$ cat src/rtl/sdram_dqm_pkg.sv
package sdram_dqm_pkg;

  // Beat count for a two-bit length code: 1, 2, 4 or 8.
  function automatic int unsigned beats_of(input logic [1:0] code);
    return 32'd1 << code;
  endfunction

  // Non-frozen cycles between a read beat slot and its mask on the pins.
  function automatic int unsigned mask_lead(input int unsigned cas_lat);
    return cas_lat - 2;
  endfunction

endpackage

$ cat src/rtl/sdram_cke_ctrl.sv
module sdram_cke_ctrl (
  input  logic clk,
  input  logic rst_n,
  input  logic suspend_req,
  output logic cke_o,
  output logic frozen_o
);
  // The memory sees cke at an edge; its internal clock stops one cycle later.
  always_ff @(posedge clk) begin
    if (!rst_n) begin
      cke_o    <= 1'b1;
      frozen_o <= 1'b0;
    end else begin
      cke_o    <= ~suspend_req;
      frozen_o <= ~cke_o;
    end
  end
endmodule

$ cat src/rtl/sdram_burst_track.sv
module sdram_burst_track #(
  parameter int unsigned MAX_BL = 8
) (
  input  logic       clk,
  input  logic       rst_n,
  input  logic       tick,
  input  logic       start_ok,
  input  logic       start_write,
  input  logic [1:0] start_len,
  input  logic       trunc_req,
  output logic       active_o,
  output logic       is_write_o,
  output logic       slot_o,
  output logic       force_o
);
  import sdram_dqm_pkg::*;
  localparam int unsigned CNT_W = $clog2(MAX_BL + 1);

  logic [CNT_W-1:0] left_q;
  logic             forced_q;

  assign slot_o  = active_o & tick;
  assign force_o = forced_q | trunc_req;

  always_ff @(posedge clk) begin
    if (!rst_n) begin
      active_o   <= 1'b0;
      is_write_o <= 1'b0;
      left_q     <= '0;
      forced_q   <= 1'b0;
    end else if (start_ok) begin
      active_o   <= 1'b1;
      is_write_o <= start_write;
      left_q     <= CNT_W'(beats_of(start_len));
      forced_q   <= 1'b0;
    end else if (slot_o) begin
      forced_q <= forced_q | trunc_req;
      left_q   <= left_q - 1'b1;
      if (left_q == CNT_W'(1)) active_o <= 1'b0;
    end
  end
endmodule

$ cat src/rtl/sdram_rd_pipe.sv
module sdram_rd_pipe #(
  parameter int unsigned NB = 2,
  parameter int unsigned CL = 3
) (
  input  logic          clk,
  input  logic          rst_n,
  input  logic          tick,
  input  logic          push,
  input  logic [NB-1:0] push_mask,
  output logic          lead_v,
  output logic [NB-1:0] lead_mask,
  output logic          ret_v,
  output logic [NB-1:0] ret_mask,
  output logic          any_v
);
  import sdram_dqm_pkg::*;
  localparam int unsigned LEAD = mask_lead(CL);

  logic [CL-1:0] st_v;
  logic [NB-1:0] st_m [CL];

  // Stage j holds a beat issued j+1 memory clocks ago; it advances only on ticks.
  always_ff @(posedge clk) begin
    if (!rst_n) begin
      st_v <= '0;
      for (int i = 0; i < CL; i++) st_m[i] <= '0;
    end else if (tick) begin
      st_v[0] <= push;
      st_m[0] <= push_mask;
      for (int i = 1; i < CL; i++) begin
        st_v[i] <= st_v[i-1];
        st_m[i] <= st_m[i-1];
      end
    end
  end

  generate
    if (LEAD == 0) begin : g_lead_now
      assign lead_v    = push;
      assign lead_mask = push_mask;
    end else begin : g_lead_staged
      assign lead_v    = st_v[LEAD-1];
      assign lead_mask = st_m[LEAD-1];
    end
  endgenerate

  assign ret_v    = st_v[CL-1];
  assign ret_mask = st_m[CL-1];
  assign any_v    = |st_v;
endmodule

$ cat src/rtl/sdram_dqm_aligner.sv
module sdram_dqm_aligner #(
  parameter int unsigned NB     = 2,
  parameter int unsigned CL     = 3,
  parameter int unsigned MAX_BL = 8
) (
  input  logic          clk,
  input  logic          rst_n,
  input  logic          start_valid,
  input  logic          start_write,
  input  logic [1:0]    start_len,
  input  logic [NB-1:0] host_mask,
  input  logic          trunc_req,
  input  logic          suspend_req,
  output logic          cke,
  output logic [NB-1:0] dqm,
  output logic          wr_oe,
  output logic          rd_valid,
  output logic [NB-1:0] rd_be
);
  // Named internal events, visible to the bound checker.
  logic          frozen;
  logic          tick;
  logic          busy;
  logic          start_ok;
  logic          active;
  logic          is_write;
  logic          slot;
  logic          force_now;
  logic [NB-1:0] beat_mask;
  logic          rd_push;
  logic          lead_v;
  logic [NB-1:0] lead_mask;
  logic          ret_v;
  logic [NB-1:0] ret_mask;
  logic          rd_any;

  sdram_cke_ctrl u_cke (
    .clk(clk), .rst_n(rst_n), .suspend_req(suspend_req),
    .cke_o(cke), .frozen_o(frozen)
  );

  assign tick     = ~frozen;
  assign busy     = active | rd_any;
  assign start_ok = start_valid & ~busy;

  sdram_burst_track #(.MAX_BL(MAX_BL)) u_track (
    .clk(clk), .rst_n(rst_n), .tick(tick), .start_ok(start_ok),
    .start_write(start_write), .start_len(start_len), .trunc_req(trunc_req),
    .active_o(active), .is_write_o(is_write), .slot_o(slot), .force_o(force_now)
  );

  assign beat_mask = host_mask | {NB{force_now}};
  assign rd_push   = slot & ~is_write;

  sdram_rd_pipe #(.NB(NB), .CL(CL)) u_rd (
    .clk(clk), .rst_n(rst_n), .tick(tick), .push(rd_push), .push_mask(beat_mask),
    .lead_v(lead_v), .lead_mask(lead_mask), .ret_v(ret_v), .ret_mask(ret_mask),
    .any_v(rd_any)
  );

  always_comb begin
    if (frozen)              dqm = '1;
    else if (slot & is_write) dqm = beat_mask;
    else if (lead_v)         dqm = lead_mask;
    else                     dqm = '0;
  end

  assign wr_oe    = slot & is_write;
  assign rd_be    = (tick & ret_v) ? ~ret_mask : '0;
  assign rd_valid = |rd_be;
endmodule

$ cat config.mk
export PLATFORM = sky130hd
export DESIGN_NAME = sdram_dqm_aligner
export DESIGN_NICKNAME = d
export VERILOG_FILES = /design/src/rtl/sdram_dqm_pkg.sv /design/src/rtl/sdram_cke_ctrl.sv /design/src/rtl/sdram_burst_track.sv /design/src/rtl/sdram_rd_pipe.sv /design/src/rtl/sdram_dqm_aligner.sv
export SDC_FILE = /design/constraint.sdc
export NUM_CORES = 1
export LEC_CHECK = 0
export ABC_AREA = 1
export BUFFER_PORTS_ARGS = -buffer_cell sky130_fd_sc_hd__buf_2
export CAP_MARGIN = 15
export CORE_UTILIZATION = 47
export DETAILED_ROUTE_END_ITERATION = 7
export PLACE_DENSITY = 0.81
export SYNTH_ARGS = -nofsm -noshare
export SYNTH_HDL_FRONTEND = slang
export SYNTH_SLANG_ARGS = --single-unit
$ cat constraint.sdc
create_clock -name clk -period 1.3 [get_ports clk]
set_input_delay 0.195 -clock clk [delete_from_list [all_inputs] [get_ports clk]]
set_output_delay 0.195 -clock clk [all_outputs]
set_load 0.01 [all_outputs]
==> flow_metrics.tcl, run 1 <==
set metrics [dict create \
    status "finished, violations left" \
    failed_checks "negative setup slack" \
    timing.fmax_mhz 693.5 \
    cp-end-kind "output port" \
    startpoint_type "register" \
    grt_pass1_wl_um 2973 \
    synthCells 110 \
    synth_seq_cells 18 \
    holdBufCountCts 0 \
    fin_crit_sh_pct 110.9 \
    initial_core_util_pct 51.21 \
    relSlewSlack_pct 78.01 \
    tns_ns -0.5399 \
    antenna_cells 0 \
    async_flop_share_pct 0 \
    cp_max_fo 5 \
    vias_per_cell 4.718 \
    ys_types 25 \
    synth_fp_nets 122 \
    route.vias.total 769 \
    first_global_vias 688 \
    worstHoldPathType "in -> reg" \
    cts-buffers-inserted 3 \
    synthTopCellsByArea "dfxtp_1 27%, edfxtp_1 20%, nand2_1 7.1%" \
    syn_avg_cell_area_um2 8.212 \
    rsz0062_at_grt "true" \
    setup.worst_path.start "u_cke.frozen_o" \
    cts-root-buf "clkbuf_4" \
    ys_warn_count 0 \
    irDropWorstVdd_uv 732.0 \
    final_layout_size_suffix_gt1_share_pct 36.96 \
    overflow 0 \
    critical-path-max-stage-delay_ns 0.34 \
    min_period_ns 1.442 \
    cp.required_ns 1.11 \
    die_y_um 45.84 \
    fin_ws_ns -0.1421 \
    path_clk_slew_ns 0.10 \
    synth_common_cells "17 x nand2_1, 16 x inv_1, 16 x nor2_1" \
    die_width_um 45.84 \
    antenna_found_initial 0 \
    layout.cells.non_filler 163 \
    netlist.area_leader.share_pct 26.59 \
    drc 0 \
    dpl_cell_area_mm2 0.001025 \
    io_pins 17 \
    synth_largest_area_cell "dfxtp_1" \
    ctsLongestPathBuffers 2 \
    cap_violations 0 \
    nNetsFinal 151 \
    grt.total_usage_pct 20.75 \
    wl_um 1801 \
    wire_per_inst_um 11.05 \
    synth_edf_count 6 \
    crit_path_cell_trace "inv_2 -> nand2_4 -> inv_4 -> nand2_4 -> a31oi_2 -> o21ai_1 -> buf_2" \
    cts.sinks 18 \
    leakagePower_nw 0.5575 \
    crit_top_cell "nand2_4" \
    coreArea_mm2 0.001764 \
    worstMarginPinSlew_ns 0.3291 \
    hold_viol 0 \
    synth-main-ff-cell "dfxtp_1" \
    crit_slowest_cell "dfxtp_2" \
    hp-start "suspend_req" \
    first_pass_iters 4 \
    ant_nets 0 \
    die_area_mm2 0.002101 \
    dp.cells 152 \
    p_per_area_mw_per_mm2 1159 \
    grt_max_degree 11 \
    setup_violations 6 \
    critical_path_class "reg -> out" \
    synth.most_common_cell "nand2_1" \
    crit_arrival_ns 1.25 \
    final_cell_area_mm2 0.001142 \
    finalWeightedCongestion 0.7354 \
    drtIter0Drc 18 \
    rows 15 \
    htree_num_levels 1 \
    portBuffers 16 \
    syn-cell-area_um2 903.4 \
    synth_seq_area_share_pct 46.54 \
    place_hpwl_um 1238 \
    cts_tree "yes" \
    fin_worst_skew_ns 0.001743 \
    num-fill-cells 143 \
    maxSlewViolCount 0 \
    area_growth_pct 26.45 \
    insertion_delay_ns 0.30 \
    reg2reg_from "u_track.left_q[1]" \
]
## critical path: cells and delay by family (launching register included)
kind	cells	cell delay [ns]
buffers and inverters	3	0.27
AND/OR/NAND/NOR	2	0.12
flip-flops	1	0.34
AO/OA/AOI/OAI	2	0.21
## timing repair
action / CTS / global route
setup buffers: 3 / 4
setup endpoints to repair: 3 / 7
pin swaps: 1 / 1
gates cloned: 0 / 0
gates resized for setup: 7 / 8
## cells by family (layout without fill, tap and decap cells)
kind of cell	after synthesis	after routing	share of synthesized area, %
AOI/OAI and AO/OA	17	17	10.66
adders and majority gates	2	2	2.770
buffers and inverters	20	48	8.448
and+or+nand+nor	52	52	30.61
DFF	18	18	46.54
xor gates and xnor gates	1	1	0.9697
## state kept, by name (all words and copies together), names as in the netlist
name,cells
u_cke.cke_o,1
u_cke.frozen_o,1
u_rd.st_m,6
u_rd.st_v,3
u_track.is_write_o,1
u_track.active_o,1
u_track.forced_q,1
u_track.left_q,4
## area by class of cell
cell class                 instances  area [um^2]  share of cell area (%)
timing repair buffer              25        151.4                   13.25
multi-input combinational         72        431.7                   37.79
clock buffer                       3        22.52                   1.972
clock inverter                     1        3.754                  0.3286
tap                               25        31.28                   2.738
inverter                          19        73.82                   6.462
sequential                        18        427.9                   37.46
## path summary, 6_finish.rpt
check / cells after the start / slack, ns / end
worst max-delay path: 7 / -0.14 / dqm[1]
worst min-delay path: 2 / 0.05 / u_cke.cke_o
worst max register to register: 7 / 0.11 / u_track.left_q[2]
worst min register to register: 1 / 0.42 / u_cke.frozen_o
## report_power, final
| part | switching, mW | internal [mW] | leakage (nW) |
|---|---|---|---|
| clock | 0.174 | 0.112 | 0.0154 |
| combinational | 0.196 | 0.155 | 0.373 |
| sequential | 0.0480 | 0.639 | 0.169 |
## layer usage
layer | wire length [um] | vias up | global-route usage (%)
li1 | - | 415 | -
met1 | 848 | 330 | 26.54
met2 | 826 | 20 | 30.42
met3 | 80 | 4 | 4.762
met4 | 46 | 0 | 14.71
met5 | 0 | - | 0
## through the flow
stage               utilization, %  hold WS (ns)  worst slack [ns]  total power, mW
floorplan                        -        0.2643           0.08337           0.9208
CTS                          61.70       0.05614           -0.1316            1.294
detailed placement           58.09        0.3735           0.03698            1.000
finish                       64.75       0.05043           -0.1421            1.324
global placement             58.09        0.3622           0.06205           0.9880
global route                 64.75       0.03847           -0.2445            1.411
## placed cells by master, fill, tap and decap left out
master	netlist	routed
nor3_2	1	1
nand3_4	1	1
a21oi_1	5	4
nor2_4	3	3
nor3_1	3	3
a31oi_2	0	1
dfxtp_2	0	3
nor2_1	16	16
dfxtp_4	0	1
xor2_1	1	1
o21ai_0	4	2
clkbuf_4	0	3
nand2_2	2	1
nand2_4	2	4
o21ai_1	3	5
buf_6	0	1
nand2_1	17	16
a21oi_2	1	2
clkinv_1	0	1
o22ai_1	1	1
nand3_2	1	1
nand3_1	5	5
inv_4	0	1
buf_4	0	8
ha_1	2	1
ha_2	0	1
edfxtp_1	6	6
a31oi_1	2	1
or2_2	1	1
inv_1	16	16
o32ai_1	1	1
buf_2	1	16
dfxtp_1	12	8
inv_2	3	2
Note: power is estimated with default switching activity, not from simulation.
==> run 2, diff against run 1 <==
--- a/config.mk
+++ b/config.mk
@@ -8,9 +8,10 @@
 export ABC_AREA = 1
 export BUFFER_PORTS_ARGS = -buffer_cell sky130_fd_sc_hd__buf_2
 export CAP_MARGIN = 15
-export CORE_UTILIZATION = 47
+export CORE_UTILIZATION = 52
 export DETAILED_ROUTE_END_ITERATION = 7
-export PLACE_DENSITY = 0.81
+export PLACE_DENSITY = 0.85
+export SLEW_MARGIN = 20
 export SYNTH_ARGS = -nofsm -noshare
 export SYNTH_HDL_FRONTEND = slang
 export SYNTH_SLANG_ARGS = --single-unit
==> constraint.sdc (replaced) <==
create_clock -name clk -period 1.5 [get_ports clk]
set_input_delay 0.225 -clock clk [delete_from_list [all_inputs] [get_ports clk]]
set_output_delay 0.225 -clock clk [all_outputs]
set_load 0.01 [all_outputs]
==> flow_metrics.tcl, run 2 (synthesis gave the netlist of run 1 again) <==
set metrics [dict create \
    worstMarginPinSlew_ns 0.3449 \
    p_per_area_mw_per_mm2 1031 \
    portBuffers 16 \
    num-fill-cells 108 \
    cts-root-buf "clkbuf_4" \
    worstHoldPathType "in -> reg" \
    ant_nets 0 \
    cts_tree "yes" \
    whs_ns 0.06788 \
    nNetsFinal 149 \
    coreArea_mm2 0.001559 \
    grt.total_usage_pct 21.99 \
    hold_viol 0 \
    final_cell_area_mm2 0.001110 \
    grt_pass1_wl_um 2960 \
    path_clk_slew_ns 0.10 \
    insertion_delay_ns 0.30 \
    dpl_cell_area_um2 998.5 \
    leakagePower_nw 0.5457 \
    cts-buffers-inserted 3 \
    drtIter0Drc 19 \
    cp.required_ns 1.27 \
    critical_path_class "reg -> out" \
    ctsLongestPathBuffers 2 \
    rows 14 \
    multi_input_area_um2 424.2 \
    p_total_mw 1.144 \
    cp_max_fo 5 \
    irDropWorstVdd_uv 673.2 \
    finalWeightedCongestion 0.8626 \
    wire_per_inst_um 11.88 \
    register_area_um2 427.9 \
    mostFrequentLayoutCell "nand2_1" \
    startpoint_type "register" \
    largest_reg_flops 6 \
    drc 1 \
    ff2ff_path_depth 7 \
    failed_checks "design-rule violations, negative setup slack" \
    critPathCapture "dqm[0]" \
    cp-end-kind "output port" \
    fin_ws_ns -0.01400 \
    die_width_um 43.68 \
    fin_crit_sh_pct 100.9 \
    io_pins 17 \
    setup.worst_path.start "u_cke.frozen_o" \
    relSlewSlack_pct 76.95 \
    wl_um 1806 \
    area_growth_pct 22.85 \
    first_global_vias 702 \
    min_period_ns 1.514 \
    die_area_mm2 0.001908 \
    rsz0062_at_grt "true" \
    reg2reg_slack_ns 0.16 \
    grt_max_degree 11 \
    tns_ns -0.01780 \
    final_layout_size_suffix_gt1_share_pct 32.35 \
    top_register "u_rd.st_m" \
    overflow 0 \
    reg2reg_from "u_track.left_q[0]" \
    layout_common_cells "17 x nand2_1, 16 x inv_1, 16 x nor2_1, 16 x buf_2, 10 x dfxtp_1" \
    die_y_um 43.68 \
    timing.fmax_mhz 660.5 \
    first_pass_iters 6 \
    place_hpwl_um 1167 \
    status "finished, violations left" \
    initial_core_util_pct 57.95 \
    cap_violations 0 \
    crit_arrival_ns 1.29 \
    fin_worst_skew_ns 0.0008507 \
    r2r_end "u_track.left_q[2]" \
    top_regs "u_rd.st_m: 6 flops, u_track.left_q: 4 flops, u_rd.st_v: 3 flops" \
    setup_violations 2 \
    cts.sinks 18 \
    vias_per_cell 5.204 \
    htree_num_levels 1 \
    maxSlewViolCount 0 \
    antenna_cells 0 \
    antenna_found_initial 0 \
    route.vias.total 791 \
]
-- run 2: worst min path at each step --
stage | start | to | slack (ns) | depth (start not counted)
6_report | suspend_req | u_cke.cke_o | 0.07 | 2
4_1_cts | suspend_req | u_cke.cke_o | 0.07 | 2
3_5_place_dp | suspend_req | u_cke.cke_o | 0.39 | 2
3_3_place_gp | suspend_req | u_cke.cke_o | 0.39 | 2
2_1_floorplan | suspend_req | u_cke.cke_o | 0.29 | 1
5_1_grt | suspend_req | u_cke.cke_o | 0.06 | 2
-- run 2: worst max-delay path, stage by stage (launching register included) --
cell	delay, ns
dfxtp_4	0.37
inv_6	0.07
nand2_8	0.05
inv_4	0.06
nand2_4	0.05
a31oi_1	0.15
o21ai_1	0.09
buf_2	0.14
-- run 2: where the power goes --
part	switching, mW	leakage, nW	internal [mW]	total, mW
Clock	0.154	0.0154	0.0973	0.251
Sequential	0.0456	0.169	0.550	0.596
Combinational	0.166	0.361	0.131	0.297
Total	0.365	0.546	0.779	1.14
-- run 2: through the flow --
step / std cells / setup slack, ns / utilization [%]
2_1_floorplan: 110 / 0.2834 / -
3_3_place_gp: 141 / 0.2359 / 64.04
3_5_place_dp: 141 / 0.1971 / 64.04
4_1_cts: 149 / -0.01325 / 69.50
5_1_grt: 152 / -0.08729 / 71.19
6_report: 152 / -0.01400 / 71.19
-- run 2: layout make-up --
cell class,instances,area share (%)
Clock inverter,1,0.3382
Clock buffer,3,2.029
Timing Repair Buffer,23,11.95
Multi-Input combinational cell,72,38.22
Sequential cell,18,38.56
Tap cell,16,1.804
Inverter,19,7.103
-- run 2: routing by layer --
layer | up-vias | GRT usage, % | wire (um)
met4 | 0 | 15.00 | 51
li1 | 406 | - | -
met5 | - | 0 | 0
met3 | 5 | 5.417 | 136
met1 | 345 | 27.13 | 821
met2 | 35 | 33.73 | 796
-- run 2: repair_timing --
action                                  4_1_cts  5_1_grt
hold buffers                                  0        0
resized for setup                             9        2
endpoints found under the setup margin        2        3
buffers inserted                              4        3
gates cloned                                  0        0
pin swaps                                     1        1
==> run 3, diff against run 2 <==
--- a/config.mk
+++ b/config.mk
@@ -11,6 +11,7 @@
 export CORE_UTILIZATION = 52
 export DETAILED_ROUTE_END_ITERATION = 7
 export PLACE_DENSITY = 0.85
+export SETUP_SLACK_MARGIN = 0.3
 export SLEW_MARGIN = 20
 export SYNTH_ARGS = -nofsm -noshare
 export SYNTH_HDL_FRONTEND = slang
==> flow_metrics.tcl, run 3 (synthesis gave the netlist of run 1 again) <==
set metrics [dict create \
    status "finished, violations left" \
    failed_checks "design-rule violations, negative setup slack" \
    antenna_found_initial 0 \
    cp_max_fo 5 \
    fin_ws_ns -0.01127 \
    die_width_um 43.68 \
    ff2ff_path_depth 9 \
    dpl_cell_area_um2 999.7 \
    cts-root-buf "clkbuf_4" \
    io_pins 17 \
    nNetsFinal 154 \
    area_growth_pct 33.38 \
    portBuffers 16 \
    setup_violations 3 \
    ant_nets 0 \
    die_area_mm2 0.001908 \
    maxSlewViolCount 0 \
    layout_common_cells "15 x nand2_1, 15 x buf_2, 14 x inv_1, 14 x nor2_1, 9 x buf_4" \
    first_pass_iters 6 \
    cts.sinks 18 \
    top_register "u_rd.st_m" \
    seq_power_share_pct 48.6 \
    internal_power_uw 807.7 \
    cp-end-kind "output port" \
    place_hpwl_um 1287 \
    drc 1 \
    finalWeightedCongestion 0.8623 \
    leakagePower_nw 0.5797 \
    rows 14 \
    hold_viol 0 \
    insertion_delay_ns 0.31 \
    p_sw_share_pct 34.06 \
    htree_num_levels 1 \
    grt.total_usage_pct 26.68 \
    coreArea_mm2 0.001559 \
    drtIter0Drc 22 \
    wl_um 2239 \
    power_frac_comb_pct 29.6 \
    top_regs "u_rd.st_m: 6 flops, u_track.left_q: 4 flops, u_rd.st_v: 3 flops" \
    crit_arrival_ns 1.29 \
    die_y_um 43.68 \
    grt_max_degree 11 \
    path_depth 8 \
    p_per_area_mw_per_mm2 1017 \
    cts-buffers-inserted 3 \
    route.vias.total 847 \
    min_path_cells 2 \
    path_clk_slew_ns 0.11 \
    cp.required_ns 1.27 \
    overflow 0 \
    num-fill-cells 101 \
    grt_pass1_wl_um 3525 \
    ctsLongestPathBuffers 2 \
    final_layout_size_suffix_gt1_share_pct 43.97 \
    antenna_cells 0 \
    critical_path_class "reg -> out" \
    critical-path-max-stage-delay_ns 0.37 \
    postLayoutCoreUtil_pct 77.29 \
    cap_violations 0 \
    crit_path_cell_trace "inv_4 -> nand2_4 -> inv_4 -> nand2_4 -> buf_4 -> buf_6 -> inv_2 -> buf_6" \
    min_period_ns 1.511 \
    worstHoldPathType "in -> reg" \
    crit_slowest_cell "dfxtp_4" \
    final_cell_area_mm2 0.001205 \
    cts_tree "yes" \
    relSlewSlack_pct 76.03 \
    rsz0062_at_grt "true" \
    p_clk_share_pct 21.9 \
    switching_power_uw 417.2 \
    crit_family "buffers and inverters" \
    timing.fmax_mhz 661.7 \
    worstMarginPinSlew_ns 0.3587 \
    fin_worst_skew_ns 0.003904 \
    fin_crit_sh_pct 100.8 \
    startpoint_type "register" \
    irDropWorstVdd_uv 777.2 \
    first_global_vias 769 \
    wire_per_inst_um 14.26 \
    whs_ns 0.06048 \
    crit_buf_inv 6 \
    largest_reg_flops 6 \
    vias_per_cell 5.395 \
    initial_core_util_pct 57.95 \
]
## run 3: what timing repair did
item / in CTS / in global routing
resized for setup: 17 / 11
setup buffers: 10 / 2
hold buffers: 0 / 0
pin swaps: 2 / 9
endpoints found under the hold margin: 0 / 0
endpoints found under the setup margin: 7 / 10
## run 3: metal layers
layer / up-vias / GRT usage [%] / wire length, um
met5: - / 0 / 0
met3: 6 / 7.500 / 146
met1: 385 / 31.56 / 967
met2: 36 / 44.18 / 1076
li1: 420 / - / -
met4: 0 / 13.13 / 48
## run 3: power groups by stage
stage	Combinational (mW)	Clock [mW]	Sequential, mW
6_report	0.362	0.268	0.595
5_1_grt	0.398	0.287	0.601
3_5_place_dp	0.263	0	0.602
4_1_cts	0.316	0.255	0.591
2_1_floorplan	0.205	0	0.594
3_3_place_gp	0.254	0	0.599
## run 3: through the flow
| stage | instances | setup WS [ns] | TNS (ns) | power, mW |
|---|---|---|---|---|
| final | 157 | -0.01127 | -0.02422 | 1.225 |
| after global routing | 157 | -0.1069 | -0.2584 | 1.286 |
| after CTS | 155 | -0.01474 | -0.01766 | 1.162 |
| after detailed placement | 141 | 0.1877 | 0 | 0.8652 |
| after global placement | 141 | 0.2275 | 0 | 0.8530 |
| after floorplan | 110 | 0.3156 | 0 | 0.7990 |
## run 3: area by class of cell
| class | count | area (um^2) | area share [%] |
|---|---|---|---|
| multi-input cells | 72 | 466.7 | 38.73 |
| clock buffers | 3 | 22.52 | 1.869 |
| repair buffers | 28 | 187.7 | 15.58 |
| well taps | 16 | 20.02 | 1.661 |
| clock inverters | 1 | 3.754 | 0.3115 |
| flip-flops and latches | 18 | 427.9 | 35.51 |
| inverters | 19 | 76.32 | 6.334 |
## run 3: worst register-to-register path, stage by stage (launching register included)
cell,delay [ns]
dfxtp_4,0.37
inv_4,0.06
nand2_4,0.06
buf_4,0.13
buf_4,0.12
buf_6,0.13
o21ai_2,0.12
nor2_1,0.07
nor2_1,0.08
nor2_1,0.04
## run 3: path summary, 6_finish.rpt
| path | start | endpoint | slack, ns |
|---|---|---|---|
| max | u_cke.frozen_o | wr_oe | -0.01 |
| min | suspend_req | u_cke.cke_o | 0.06 |
| max reg2reg | u_cke.frozen_o | u_track.left_q[2] | 0.23 |
| min reg2reg | u_cke.cke_o | u_cke.frozen_o | 0.41 |
